### config.mk
export PLATFORM = sky130hd
export DESIGN_NAME = cordic_atan
export DESIGN_NICKNAME = d
export VERILOG_FILES = /design/src/rtl/cordic_atan_pkg.sv /design/src/rtl/cordic_atan_prerot.sv /design/src/rtl/cordic_atan_stage.sv /design/src/rtl/cordic_atan_ctrl.sv /design/src/rtl/cordic_atan.sv
export SDC_FILE = /design/constraint.sdc
export NUM_CORES = 1
export LEC_CHECK = 0
export BUFFER_PORTS_ARGS = -buffer_cell sky130_fd_sc_hd__buf_2
export CAP_MARGIN = 20
export CORE_UTILIZATION = 51
export DETAILED_ROUTE_END_ITERATION = 8
export MAX_ROUTING_LAYER = met4
export PLACE_DENSITY_LB_ADDON = 0.08
export SLEW_MARGIN = 20
export SYNTH_ARGS = -nofsm -noshare
export SYNTH_HDL_FRONTEND = slang
export SYNTH_SLANG_ARGS = --single-unit
### constraint.sdc
create_clock -name clk_i -period 11.98 [get_ports clk_i]
set_input_delay 1.198 -clock clk_i [delete_from_list [all_inputs] [get_ports clk_i]]
set_output_delay 1.198 -clock clk_i [all_outputs]
set_load 0.1 [all_outputs]
### src/rtl/cordic_atan_pkg.sv
package cordic_atan_pkg;

  typedef enum logic {
    ST_IDLE,
    ST_RUN
  } ctrl_state_e;

  localparam int unsigned LUT_DEPTH = 16;

  // atan(2^-k) with pi = 2^31
  function automatic logic [31:0] atan_lut32(input int unsigned k);
    case (k)
      0:       return 32'd536870912;
      1:       return 32'd316933406;
      2:       return 32'd167458908;
      3:       return 32'd85004757;
      4:       return 32'd42667331;
      5:       return 32'd21354466;
      6:       return 32'd10679838;
      7:       return 32'd5340245;
      8:       return 32'd2670163;
      9:       return 32'd1335087;
      10:      return 32'd667544;
      11:      return 32'd333772;
      12:      return 32'd166886;
      13:      return 32'd83443;
      14:      return 32'd41722;
      15:      return 32'd20861;
      default: return 32'd0;
    endcase
  endfunction

  // rescale to pi = 2^(aw-1), rounded
  function automatic logic [63:0] atan_scaled(input int unsigned k, input int unsigned aw);
    logic [63:0] v;
    v = {32'd0, atan_lut32(k)} << aw;
    v = v + 64'h0000_0000_8000_0000;
    return v >> 32;
  endfunction

endpackage

### src/rtl/cordic_atan_prerot.sv
module cordic_atan_prerot #(
  parameter int unsigned DATA_W  = 16,
  parameter int unsigned GUARD   = 2,
  parameter int unsigned XW      = 20,
  parameter int unsigned ANGLE_W = 16
) (
  input  logic signed [DATA_W-1:0]  i_i,
  input  logic signed [DATA_W-1:0]  q_i,
  output logic signed [XW-1:0]      x_o,
  output logic signed [XW-1:0]      y_o,
  output logic signed [ANGLE_W-1:0] z_o
);
  localparam logic signed [ANGLE_W-1:0] HALF_PI = ANGLE_W'(1) << (ANGLE_W - 2);

  logic signed [XW-1:0] ix, qx;

  assign ix = $signed({{(XW-DATA_W){i_i[DATA_W-1]}}, i_i}) <<< GUARD;
  assign qx = $signed({{(XW-DATA_W){q_i[DATA_W-1]}}, q_i}) <<< GUARD;

  always_comb begin
    x_o = ix;
    y_o = qx;
    z_o = '0;
    if (ix[XW-1]) begin
      if (!qx[XW-1]) begin
        x_o = qx;
        y_o = -ix;
        z_o = HALF_PI;
      end else begin
        x_o = -qx;
        y_o = ix;
        z_o = -HALF_PI;
      end
    end
  end

endmodule

### src/rtl/cordic_atan_stage.sv
module cordic_atan_stage #(
  parameter int unsigned XW      = 20,
  parameter int unsigned ANGLE_W = 16,
  parameter int unsigned SH_W    = 4
) (
  input  logic signed [XW-1:0]      x_i,
  input  logic signed [XW-1:0]      y_i,
  input  logic signed [ANGLE_W-1:0] z_i,
  input  logic        [SH_W-1:0]    shift_i,
  input  logic signed [ANGLE_W-1:0] step_ang_i,
  output logic signed [XW-1:0]      x_o,
  output logic signed [XW-1:0]      y_o,
  output logic signed [ANGLE_W-1:0] z_o
);
  logic signed [XW-1:0] xs, ys;

  assign xs = x_i >>> shift_i;
  assign ys = y_i >>> shift_i;

  // rotate toward y = 0
  always_comb begin
    if (!y_i[XW-1]) begin
      x_o = x_i + ys;
      y_o = y_i - xs;
      z_o = z_i + step_ang_i;
    end else begin
      x_o = x_i - ys;
      y_o = y_i + xs;
      z_o = z_i - step_ang_i;
    end
  end

endmodule

### src/rtl/cordic_atan_ctrl.sv
module cordic_atan_ctrl
  import cordic_atan_pkg::*;
#(
  parameter int unsigned ITERS = 11,
  parameter int unsigned CNT_W = 4
) (
  input  logic             clk_i,
  input  logic             rst_ni,
  input  logic             start_i,
  output logic             load_o,
  output logic             step_o,
  output logic             last_o,
  output logic [CNT_W-1:0] idx_o
);
  localparam logic [CNT_W-1:0] LAST_IDX = CNT_W'(ITERS - 1);

  ctrl_state_e      state_q;
  logic [CNT_W-1:0] cnt_q;

  assign load_o = (state_q == ST_IDLE) && start_i;
  assign step_o = (state_q == ST_RUN);
  assign last_o = step_o && (cnt_q == LAST_IDX);
  assign idx_o  = cnt_q;

  always_ff @(posedge clk_i or negedge rst_ni) begin
    if (!rst_ni) begin
      state_q <= ST_IDLE;
      cnt_q   <= '0;
    end else if (load_o) begin
      state_q <= ST_RUN;
      cnt_q   <= '0;
    end else if (last_o) begin
      state_q <= ST_IDLE;
      cnt_q   <= '0;
    end else if (step_o) begin
      cnt_q <= cnt_q + 1'b1;
    end
  end

endmodule

### src/rtl/cordic_atan.sv
module cordic_atan
  import cordic_atan_pkg::*;
#(
  parameter int unsigned DATA_W  = 16,
  parameter int unsigned ANGLE_W = 16,
  parameter int unsigned ITERS   = 11,
  parameter int unsigned GUARD   = 2
) (
  input  logic                      clk_i,
  input  logic                      rst_ni,
  input  logic                      start_i,
  input  logic signed [DATA_W-1:0]  i_sample_i,
  input  logic signed [DATA_W-1:0]  q_sample_i,
  output logic signed [ANGLE_W-1:0] angle_o,
  output logic                      done_o
);
  // 2 bits headroom: quarter-turn of -2^(N-1) and CORDIC gain
  localparam int unsigned XW    = DATA_W + 2 + GUARD;
  localparam int unsigned CNT_W = $clog2(ITERS + 1);

  logic                      load, step, last;
  logic [CNT_W-1:0]          idx;
  logic signed [XW-1:0]      pre_x, pre_y, x_q, y_q, nx_x, nx_y;
  logic signed [ANGLE_W-1:0] pre_z, z_q, nx_z, step_ang;
  logic [63:0]               ang_full;
  logic                      zero_q;
  logic signed [ANGLE_W-1:0] angle_q;
  logic                      done_q;

  cordic_atan_ctrl #(
    .ITERS(ITERS),
    .CNT_W(CNT_W)
  ) u_ctrl (
    .clk_i  (clk_i),
    .rst_ni (rst_ni),
    .start_i(start_i),
    .load_o (load),
    .step_o (step),
    .last_o (last),
    .idx_o  (idx)
  );

  cordic_atan_prerot #(
    .DATA_W (DATA_W),
    .GUARD  (GUARD),
    .XW     (XW),
    .ANGLE_W(ANGLE_W)
  ) u_prerot (
    .i_i(i_sample_i),
    .q_i(q_sample_i),
    .x_o(pre_x),
    .y_o(pre_y),
    .z_o(pre_z)
  );

  assign ang_full = atan_scaled(int'(idx), ANGLE_W);
  assign step_ang = ang_full[ANGLE_W-1:0];

  cordic_atan_stage #(
    .XW     (XW),
    .ANGLE_W(ANGLE_W),
    .SH_W   (CNT_W)
  ) u_stage (
    .x_i       (x_q),
    .y_i       (y_q),
    .z_i       (z_q),
    .shift_i   (idx),
    .step_ang_i(step_ang),
    .x_o       (nx_x),
    .y_o       (nx_y),
    .z_o       (nx_z)
  );

  always_ff @(posedge clk_i or negedge rst_ni) begin
    if (!rst_ni) begin
      x_q    <= '0;
      y_q    <= '0;
      z_q    <= '0;
      zero_q <= 1'b0;
    end else if (load) begin
      x_q    <= pre_x;
      y_q    <= pre_y;
      z_q    <= pre_z;
      zero_q <= (i_sample_i == '0) && (q_sample_i == '0);
    end else if (step) begin
      x_q <= nx_x;
      y_q <= nx_y;
      z_q <= nx_z;
    end
  end

  always_ff @(posedge clk_i or negedge rst_ni) begin
    if (!rst_ni) begin
      angle_q <= '0;
      done_q  <= 1'b0;
    end else begin
      done_q <= last;
      if (last) angle_q <= zero_q ? '0 : nx_z;
    end
  end

  assign angle_o = angle_q;
  assign done_o  = done_q;

endmodule

Word-level counts from Yosys, hierarchy flattened
Memory sizes are Yosys's and may differ from the RTL's.
Index checks and enable logic that the tools add are counted.

operators by class
  shift operators = 2
  bitwise operators = 1
  $add $sub $neg = 10
  reduce and logical (&&, ||, !) cells = 8
  eq/ne operators = 1
  mux-type cells = 21

operators by type and width
  operator                                                           number
  20-bit two-way mux                                                 10
  16-bit two-way mux                                                 6
  48-bit by 32-bit adder with 48-bit output (second input constant)  1
  20-bit adder                                                       2
  18-bit negator with 20-bit output                                  2
  20-bit by 4-bit >>> shifter with 20-bit output                     2
  20-bit subtractor                                                  2
  16-bit logical NOT                                                 2
  16-bit adder                                                       1
  16-bit subtractor                                                  1
  4-bit two-way mux                                                  3
  4-bit by 1-bit adder with 4-bit output (second input constant)     1
  4-bit == test (second input constant)                              1
  2-bit nonzero test                                                 2
  1-bit logical AND                                                  3
  3-bit nonzero test                                                 1
  1-bit two-way mux                                                  2
  1-bit NOT                                                          1

word-level totals
  output and inout port bits = 17
  input bits = 35
  memory bits (read-only) = 480
  bits in registers = 79
  memories kept = 1
  logic and storage cells = 52

memories
  memory           words  bits a word  rd ports  clocked after Yosys merged registers in  write ports  line                   text
  (no name shown)  16     30           1         0                                        0            cordic_atan_pkg.sv:12  case (k)

Logic depth before layout (Yosys ltp)
An unclocked memory read counts as a cell.

  depth after elaboration = 6
  depth in mapped cells = 26
  mapped depth without buffers = 22

Cells and area by module
A second synthesis with hierarchy kept.

second synthesis, totals
  cell total of the unflattened synthesis = 1,347
  area, all modules = 11,183.2 um2

by module, submodules not included
  module              instances  cells each  area an instance (um2)  seq. area each (um2)
  cordic_atan_stage   1          744         5,868.1                 0.0
  cordic_atan         1          391         3,893.7                 1,851.8
  cordic_atan_prerot  1          186         1,153.6                 0.0
  cordic_atan_ctrl    1          26          267.8                   125.1

Worst setup path after synthesis
OpenSTA, ideal clock, no wires.

  path kind = flip-flop to flip-flop
  from = reg u_ctrl.cnt_q[1], in the netlist u_ctrl.idx_o[1]
  to = reg z_q[15]
  path buffers = 3
  setup slack = 6.872 ns
  arrival time = 4.971 ns
  cell stages (with the launch flop) = 26
  data required time = 11.843 ns
  clock period less this slack = 5.108 ns
  library setup time = 0.137 ns
  cells stage by stage = dfrtp_1 -> inv_1 -> buf_1 -> clkbuf_1 -> ha_1 -> clkbuf_1 -> nor2b_1 -> o21ai_1 -> nand2_1 -> ha_1 -> o21ai_0 -> a21oi_1 -> nand4_1 -> xor2_1 -> a31oi_1 -> xnor2_1 -> ha_1 -> o21ai_0 -> nor2_1 -> nand3_1 -> o2111ai_1 -> o211ai_1 -> o21a_1 -> o21ai_0 -> xnor2_1 -> a21oi_1

between the ends
  word-level cells in the longest chain between the ends = 6
  elaborated cells between the ends (all ways) = 7
  those cells by class = 3 x add/sub; 3 x mux; 1 x memory

ends and longest elaborated chain
  what                                               line                                              text
  start: declaration                                 cordic_atan_ctrl.sv:18                            logic [CNT_W-1:0] cnt_q;
  start signal: assignment                           cordic_atan_ctrl.sv:36                            cnt_q <= cnt_q + 1'b1;
  memory 16 x 30 bit *                               n/a
  48-bit by 32-bit adder with 48-bit output *        cordic_atan_pkg.sv:37                             v = v + 64'h0000_0000_8000_0000;
  16-bit adder or 16-bit subtractor (tied branches)  cordic_atan_stage.sv:25, cordic_atan_stage.sv:29
  16-bit two-way mux *                               cordic_atan_stage.sv:22                           if (!y_i[XW-1]) begin
  16-bit two-way mux *                               cordic_atan.sv:85                                 end else if (step) begin
  16-bit two-way mux *                               cordic_atan.sv:80                                 end else if (load) begin
  end signal: assignment                             cordic_atan.sv:83                                 z_q <= pre_z;
  end signal: assignment                             cordic_atan.sv:88                                 z_q <= nx_z;
  end: declaration                                   cordic_atan.sv:24                                 logic signed [ANGLE_W-1:0] pre_z, z_q, nx_z, step_ang;

Every way passes the cells marked *; elsewhere a longest branch is shown, timed or not. The select of a mux whose other input is x is not followed.
A chain may end at the register's enable or synchronous reset.

Worst setup path in the final report
  from = reg u_ctrl.cnt_q[0], in the netlist u_ctrl.idx_o[0]
  to = reg x_q[19]

between the ends
  word-level cells in the longest chain between the ends = 5
  elaborated cells between the ends (all ways) = 6
  those cells by class = 2 x add/sub; 1 x shift; 3 x mux

ends and longest elaborated chain
  what                                               line                                              text
  20-bit by 4-bit >>> shifter with 20-bit output *   cordic_atan_stage.sv:18                           assign ys = y_i >>> shift_i;
  20-bit adder or 20-bit subtractor (tied branches)  cordic_atan_stage.sv:23, cordic_atan_stage.sv:27
  20-bit two-way mux *                               cordic_atan_stage.sv:22
  20-bit two-way mux *                               cordic_atan.sv:85
  20-bit two-way mux *                               cordic_atan.sv:80
  end signal: assignment                             cordic_atan.sv:81                                 x_q <= pre_x;
  end signal: assignment                             cordic_atan.sv:86                                 x_q <= nx_x;
  end: declaration                                   cordic_atan.sv:23                                 logic signed [XW-1:0] pre_x, pre_y, x_q, y_q, nx_x, nx_y;

Marks and branches as above.

==> results.ini <==
[outcome]
status = finished clean

[worst_setup_path]
worstPathRequired_ps = 12230
start_kind = flip-flop
timing.rr.start = u_ctrl.idx_o[0]$_DFFE_PN0P_
criticalPathCategory = reg -> reg
endpoint_kind = flip-flop
r2r_slack_ps = 5590
reg2reg_depth = 20
arrival_ps = 6640
cp_max_fo = 63
rr_endpoint = x_q[19]$_DFFE_PN0P_

[layout]
drive_above_1_share_pct = 11.9
fin_nets = 1387
syn_to_final_growth_pct = 6.31
fin_util_pct = 55.2

[detailed_routing]
drt_pass1_iterations = 5
routedWlPerCell_um = 20.8
ant_nets = 0
wl_um = 32400
drtIter0Drc = 866
drc_errors = 0
vias_per_cell = 6.43
vias = 10000

[min_path]
hold_start = z_q[0]$_DFFE_PN0P_
min_delay_path_depth = 2
hold_end = z_q[0]$_DFFE_PN0P_
hp-class = reg -> reg

[floorplanning]
coreArea_um2 = 20200
start_util_pct = 51.9
fp.dieH_um = 145
ios = 52
fp-row-count = 52
dieArea_um2 = 21100
die_w_um = 145

[synth]
synthMuxAreaShare_pct = 15.7
syn_inst = 1287
ys_ff_latch = 79
yosys.area_share.simple_pct = 17.8
synth.top_cell.area_share_pct = 18.9
synth_area_leaders = dfrtp_1 (19%), ha_1 (7.8%), mux4_2 (7.7%)
yosys_warnings = 0
syn_avg_cell_area_um2 = 8.13
synth_top_family_by_area = compound AO/OA/AOI/OAI gates
synth_compound_gate_area_share_pct = 24.5
netlist_area_um2 = 10500
netlist-cell-type-count = 81
synth.yosys.seq_area_share_pct = 18.9
synthXorXnorAreaFrac_pct = 9.84
synthArstFlopShare_pct = 100
synth_fa_ha_area_share_pct = 8.34
synth_flop_cell = dfrtp_1
synth-edff-count = 0
yosysTopAreaCell = dfrtp_1
syn-num-nets = 1390

[timing]
slew_headroom_pct = 29.5
rsz0062_at_grt = no
report.final.setup_viol = 0
finClkSkew_ps = 14.1
fin_crit_ps = 6390
tightest_slew_ps = 1060
fin_setup_tns_ps = 0
maxSlewViolCount = 0
final-hold-violation-count = 0
period_share_pct = 53.3
max_freq_mhz = 157

[grt]
grt_antenna_before_repair = 1
grt.total_usage_pct = 32.0
overflow = 0
grt_pass1_vias = 9638
grt_pass1_wl_um = 51900
grt_max_degree = 83

[clock_tree]
cts_hold_buffers = 0
clock-root-buffer = clkbuf_16
clk_latency_ps = 360
cts_resized = 0
path_clk_slew_ps = 80
clock-sinks = 79
cts_buffers = 9
post_cts_buffers = 0
cts_tree = yes
h-tree-depth = 3
clockBufferDepth = 2

[placement]
detailed_place_hpwl_um = 23600
place_congestion = 0.899
io_buffers = 51

[job]
max_cap_violations = 0

## routing by layer
metal  GRT usage [%]  wire (µm)  vias to the layer above
li1                -          -                     4786
met1            40.0      13600                     4792
met2            52.3      15400                      361
met3            4.06       1940                       98
met4            13.2       1400                        0
met5               -          0                        -
## flip-flops by register name, summed over array words and instances (netlist names)
register,count
y_q,20
x_q,20
u_ctrl.idx_o,4
angle_o,16
done_o,1
z_q,16
zero_q,1
u_ctrl.step_o,1
## cells in the mapped netlist (8+ instances only)
| cell | number |
|---|---|
| o21ai_0 | 84 |
| mux4_2 | 36 |
| nand2b_1 | 17 |
| a31oi_1 | 19 |
| clkbuf_1 | 49 |
| ha_1 | 65 |
| mux2_2 | 12 |
| and3_1 | 14 |
| a22o_1 | 27 |
| nor3_1 | 28 |
| mux2i_1 | 57 |
| nor2_1 | 125 |
| a21o_1 | 13 |
| xor2_1 | 40 |
| or3_1 | 8 |
| a211oi_1 | 33 |
| buf_2 | 10 |
| a21oi_1 | 102 |
| buf_1 | 15 |
| xnor2_1 | 75 |
| o31ai_1 | 16 |
| o21a_1 | 10 |
| nor2b_1 | 21 |
| o22ai_1 | 11 |
| dfrtp_1 | 79 |
| inv_1 | 41 |
| nand2_1 | 109 |
| nor4_1 | 8 |
| nand3_1 | 36 |
## critical path, cell delays in order (launching register included)
cell and delay, ps:
dfrtp_4 490, buf_4 750, mux2_4 350, mux4_2 500, a222oi_1 630, o211ai_1 270, nor3_2 270, nor4b_4 540
nor3_1 80, a21oi_1 140, o21ai_1 80, ha_1 380, nand2_1 100, nor2_1 110, o2111ai_1 110, o21a_1 150
a311oi_1 480, a41oi_1 220, a21oi_1 180, xnor3_1 220, a22o_1 180
## cell type report
cell class	instances	area, µm²
diodes	1	2.50
clock buffers	9	225
clock inverters	7	67.6
fillers	1949	9040
inverters	42	158
multi-input cells	1086	7980
flip-flops and latches	79	1990
well taps	270	338
repair buffers	66	370
## stage by stage
step	hold slack (ps)	area (µm²)	setup slack, ps	cells
floorplan	450	10500	6870	1287
global placement	460	10800	5770	1543
detailed placement	470	10800	5640	1543
CTS	487	11100	5630	1559
global route	501	11100	5140	1560
finish	482	11100	5590	1560
## cell usage in the layout, fill, tap and decap left out, drive strengths merged, types with 27 or more instances in the layout
cell type,instances
nor2,125
nand2,109
a21oi,102
o21ai,91
dfrtp,79
xnor2,75
buf,66
ha,65
mux2i,58
inv,47
xor2,40
mux4,38
nand3,37
a211oi,34
nor3,29
a22o,27
## worst max-delay path by stage
stage,start,endpoint,slack [ps],depth (start not counted)
after global routing,u_ctrl.idx_o[0]$_DFFE_PN0P_,x_q[19]$_DFFE_PN0P_,5140,20
final,u_ctrl.idx_o[0]$_DFFE_PN0P_,x_q[19]$_DFFE_PN0P_,5590,20
after detailed placement,u_ctrl.idx_o[0]$_DFFE_PN0P_,x_q[19]$_DFFE_PN0P_,5640,20
after floorplan,u_ctrl.idx_o[1]$_DFFE_PN0P_,z_q[15]$_DFFE_PN0P_,6870,25
after global placement,u_ctrl.idx_o[0]$_DFFE_PN0P_,x_q[19]$_DFFE_PN0P_,5770,20
after CTS,u_ctrl.idx_o[0]$_DFFE_PN0P_,x_q[19]$_DFFE_PN0P_,5630,20
## cells by family after synthesis
kind of cell,Yosys count
multiplexers,112
buffers and inverters,122
AO/OA/AOI/OAI,393
adder cells (fa/ha/maj),68
XOR/XNOR,116
AND/OR/NAND/NOR,397
flip-flops,79
Power is left out: the tool's default activity adds up to more than one toggle a clock period on the data nets, which glitch-free logic cannot reach.
